`config.mk`:
```
export PLATFORM = sky130hd
export DESIGN_NAME = swchg_irq
export DESIGN_NICKNAME = d
export VERILOG_FILES = /design/src/rtl/swchg_irq.sv
export SDC_FILE = /design/constraint.sdc
export NUM_CORES = 1
export LEC_CHECK = 0
export ABC_AREA = 1
export BUFFER_PORTS_ARGS = -buffer_cell sky130_fd_sc_hd__buf_4
export CORE_AREA = 2 2 55 57
export DETAILED_ROUTE_END_ITERATION = 16
export DIE_AREA = 0 0 57 59
export HOLD_SLACK_MARGIN = 0.02
export PLACE_DENSITY_LB_ADDON = 0.3
export SYNTH_ARGS = -nofsm -noshare
export SYNTH_HDL_FRONTEND = slang
export SYNTH_SLANG_ARGS = --single-unit
```
`constraint.sdc`:
```
create_clock -name clk -period 3.4 [get_ports clk]
set_input_delay 0.34 -clock clk [delete_from_list [all_inputs] [get_ports clk]]
set_output_delay 0.34 -clock clk [all_outputs]
set_load 0.02 [all_outputs]
```
`src/rtl/swchg_irq.sv`:
```
module swchg_irq #(
  parameter int NSW = 22
) (
  input  logic           clk,
  input  logic           rst_n,
  input  logic [NSW-1:0] sw_in,
  input  logic [NSW-1:0] en_mask,
  input  logic           sleep,
  input  logic           cs_fall,
  input  logic           cs_rise,
  output logic           irq_pull_low,
  output logic           irq_snap
);

  logic [NSW-1:0] ref_q;
  logic pend_q, hold_q, cs_low_q, snap_q;
  logic hit;

  assign hit = |((sw_in ^ ref_q) & en_mask);
  assign irq_pull_low = pend_q;
  assign irq_snap = snap_q;

  always_ff @(posedge clk) begin
    if (!rst_n) begin
      ref_q    <= sw_in;
      pend_q   <= 1'b0;
      hold_q   <= 1'b0;
      cs_low_q <= 1'b0;
      snap_q   <= 1'b0;
    end else if (sleep) begin
      ref_q  <= sw_in;
      pend_q <= 1'b0;
      hold_q <= 1'b0;
      if (cs_fall) cs_low_q <= 1'b1;
      else if (cs_rise) cs_low_q <= 1'b0;
    end else if (cs_fall) begin
      ref_q    <= sw_in;
      snap_q   <= pend_q | hit;
      pend_q   <= pend_q | hit;
      hold_q   <= 1'b0;
      cs_low_q <= 1'b1;
    end else if (cs_rise) begin
      pend_q   <= hold_q | hit;
      hold_q   <= 1'b0;
      cs_low_q <= 1'b0;
    end else begin
      pend_q <= pend_q | hit;
      if (cs_low_q && hit) hold_q <= 1'b1;
    end
  end


  sleep_release_chk: assert property (@(posedge clk) disable iff (!rst_n)
    sleep |=> !irq_pull_low);


  rise_needs_awake_chk: assert property (@(posedge clk) disable iff (!rst_n)
    $rose(irq_pull_low) |-> $past(!sleep));


  sticky_chk: assert property (@(posedge clk) disable iff (!rst_n)
    irq_pull_low && !cs_rise && !sleep |=> irq_pull_low);


  snap_capture_chk: assert property (@(posedge clk) disable iff (!rst_n)
    cs_fall && !sleep && irq_pull_low |=> irq_snap);


  hold_through_rise_chk: assert property (@(posedge clk) disable iff (!rst_n)
    cs_rise && !cs_fall && !sleep && hold_q |=> irq_pull_low);


  snap_stable_chk: assert property (@(posedge clk) disable iff (!rst_n)
    !cs_fall |=> $stable(irq_snap));

endmodule

```
# After elaboration in Yosys (flattened, before gate mapping)
# Index checks and enable logic that the tools add are counted.
# W data, S select, Z words.
# word_totals
regBits	26
out_inout_bits	2
# classes
n_eq_ne	1
muxes	7
n_bitwise	6
reduce_logical	6
# ops
operator	n
$mux W22	3
$and A22 B22 Y22	1
$reduce_or A22 Y1	1
$xor A22 B22 Y22	1
$mux W1	4
$reduce_or A4 Y1	1
$ne A3 B1 Y1 const B	1
$not A1 Y1	2
$or A1 B1 Y1	2
$reduce_and A2 Y1	1
$reduce_bool A2 Y1	1
$reduce_or A2 Y1	1
$logic_and A1 B1 Y1	1

# Depth between registers and ports, before layout
# depth
depth_word	6
depth_mapped	10

# Least setup slack after synthesis
# OpenSTA, ideal clock, no wires.
# synth_path
path_type	input to register
startpoint	in rst_n
endpoint	reg ref_q[0], enable pin
setup_ns	0.410
arrival_time_ns	0.925
setup_slack_ns	2.065
path_stages	3
path_buffers	0
cell_sequence	inv_1 -> nor2_1 -> nand2_1
# synth_between
elab_chain_len	1
# synth_lines
element	line_no	text
from (decl)	5	input logic rst_n,
$ne A3 B1 Y1 (no line)	--	
to (signal assigned)	25	ref_q <= sw_in;
to (signal assigned)	31	ref_q <= sw_in;
to (signal assigned)	37	ref_q <= sw_in;
to (decl)	15	logic [NSW-1:0] ref_q;
# No other way between the ends.
# A chain may end at the register's enable or synchronous reset.

# Final worst setup path
# layout_path
startpoint	in rst_n
endpoint	reg ref_q[10], enable pin
# Same word-level chain as after synthesis.

==> results.json <==
{
  "cts_sinks": 26,
  "clockBufferDepth": 2,
  "setup_tns_ps": 0,
  "p_clk_frac": 0.213,
  "synth_cells": 168,
  "rsz0062_at_grt": "false",
  "critPathMaxStageDelay_ps": 570,
  "synth_seq_cells": 26,
  "fin_ws_ps": 2048,
  "pre_cts_slack_ps": 1663,
  "io_pins": 51,
  "switching_share": 0.2509,
  "ys_types": 15,
  "end_kind": "flip-flop",
  "start_kind": "input pin",
  "clk_latency_ps": 330,
  "syn_to_final_growth_pct": 32.41,
  "hold_viol": 0,
  "postRouteAntennaNets": 0,
  "die_y_um": 59,
  "status": "completed",
  "cp.arrival_ps": 1230,
  "min_path_type": "input pin to flip-flop",
  "route.detailed.drc": 0,
  "start_util": 0.5014,
  "mostFrequentLayoutCell": "nand2_1",
  "min_period_over_period": 0.3975,
  "wl_per_cell_um": 11.60,
  "p_leak_nw": 0.9409,
  "fin_cells": 253,
  "cp_max_fo": 22,
  "comb_power_share": 0.187,
  "antenna_cells": 0,
  "htreeDepth": 1,
  "cp.required_ps": 3280,
  "ir_worst_vdd_v": 0.0003382,
  "setup_viol": 0,
  "synth_area_leader_cell": "edfxtp_1",
  "clkTransAtPathRegs_ps": 140,
  "seq_area_frac_synth": 0.5451,
  "fillers": 243,
  "nNetsFinal": 272,
  "dr.first_iter.drc_count": 52,
  "maxSlewViolCount": 0,
  "top_usage_layer": "met2",
  "dieWidth_um": 57,
  "post-route-min-period_ps": 1352,
  "crit_family": "simple AND/OR/NAND/NOR gates",
  "place_congestion": 0.6948,
  "grt_pass1_wl_mm": 4.609,
  "pwr-share-seq": 0.600,
  "grt_use_met3": 0.02620,
  "row_count": 19,
  "core_sq_um": 2710,
  "wl_mm": 2.936,
  "use_met1": 0.1690,
  "synthTopCellsByArea": "edfxtp_1 (49%), nand2_1 (14%), inv_1 (10%)",
  "grt_usage": 0.1794,
  "regArea_sq_um": 740.7,
  "numPlacedInstances": 249,
  "via_per_inst": 4.830,
  "timing_worst_setup_path_type": "input pin to flip-flop",
  "cts-root-buf": "clkbuf_4",
  "antenna_found_initial": 0,
  "p_per_area_nw_per_um2": 357.7,
  "syn-cell-area_sq_um": 1359,
  "fin_skew_ps": 4.773,
  "synthesis.nets": 217,
  "post_cts_buffers": 0,
  "dp_hpwl_mm": 2.408,
  "multiInputGateArea_sq_um": 479.2,
  "overflow": 0,
  "die_area_sq_um": 3363,
  "numPortBuffers": 50,
  "synth_top_area_share": 0.4862,
  "cts_resized": 0,
  "p_int_w": 0.0004821,
  "max_freq_mhz": 739.9,
  "grt_use_met2": 0.3695,
  "hold_slack_ps": 193.0,
  "p_sw_w": 0.0001614,
  "grt_pass1_vias": 1193,
  "tightest_slew_ps": 906.8,
  "drive_above_1_share": 0.2793,
  "synth.avg_cell_area_sq_um": 8.088,
  "max_slew_margin": 0.3940,
  "crit_slowest_cell": "nand2_1",
  "drtPass1Iterations": 4,
  "cts_tree": "built",
  "worstPathCellList": "buf_4 -> inv_1 -> nor2_1 -> nand2_1",
  "final_cell_mix": "nand2_1 (51), buf_4 (50), inv_1 (37)",
  "grt_max_degree": 23,
  "cp.buffers_inverters": 2,
  "maxCapViolCount": 0,
  "yosysWarnings": 0,
  "cts_buffers": 3,
  "via_count": 1222,
  "postCtsHoldBufs": 0
}
==> synth_stat cells <==
library cell	count
nand2_1	51
nor2_1	20
inv_1	37
nor2_2	2
edfxtp_1	22
nor3_1	1
a21oi_1	2
nand3_1	17
nand3_2	5
nand2_2	1
nand4_2	1
or2_1	2
dfxtp_1	4
or2_0	1
nand4_1	2
==> sequential cells by signal, summed over array words and instances, names as in the netlist <==
name / cells
cs_low_q: 1
hold_q: 1
irq_pull_low: 1
irq_snap: 1
ref_q: 22
==> layer usage <==
layer	share of wire	wire length, um
met2	0.54	1571
met3	0.047	138
met1	0.39	1145
met5	0	0
met4	0.027	80
==> worst register-to-register path: stages (launching register included) <==
cell	delay, ps
edfxtp_1	420
or2_1	250
nand3_1	70
nand4_1	90
nor2_2	180
nand3_1	100
nor2_1	90
nor2_1	50
==> through the flow <==
step	power, W	instance area (sq um)	utilization
final	0.0006435	1799	0.6639
after global routing	0.0006766	1799	0.6639
after CTS	0.0006469	1799	0.6639
after detailed placement	0.0005149	1773	0.6542
after global placement	0.0005052	1773	0.6542
after floorplan	0.0004476	1359	-
==> final cells by class <==
| type | count | share of cell area |
|---|---|---|
| Multi-Input combinational cell | 105 | 0.2663 |
| Clock buffer | 4 | 0.01460 |
| Timing Repair Buffer | 50 | 0.2086 |
| Inverter | 37 | 0.07719 |
| Sequential cell | 26 | 0.4117 |
| Tap cell | 31 | 0.02156 |
==> path summary, 6_finish.rpt <==
check / cells past startpoint / slack [ps] / end / startpoint
worst max-delay path: 4 / 2050 / ref_q[10] / rst_n
worst min-delay path: 1 / 190 / ref_q[4] / sw_in[4]
worst max register to register: 7 / 2070 / irq_pull_low / ref_q[6]
worst min register to register: 2 / 480 / hold_q / hold_q
==> power by group through the flow <==
stage	combinational, W	clock, W	sequential (W)
after global routing	0.000137	0.000151	0.000389
final	0.000121	0.000137	0.000386
after CTS	0.000122	0.000139	0.000386
after detailed placement	0.000122	0	0.000393
after global placement	0.000115	0	0.000391
after floorplan	0.0000570	0	0.000391
==> cell families (layout without fill, tap and decap cells) <==
| group | Yosys count | in the layout | share of synthesized area |
|---|---|---|---|
| and+or+nand+nor | 103 | 103 | 0.3453 |
| buffers and inverters | 37 | 91 | 0.1022 |
| AOI/OAI and AO/OA | 2 | 2 | 0.007367 |
| DFF | 26 | 26 | 0.5451 |
No activity file was read; power rests on OpenSTA's default activity.
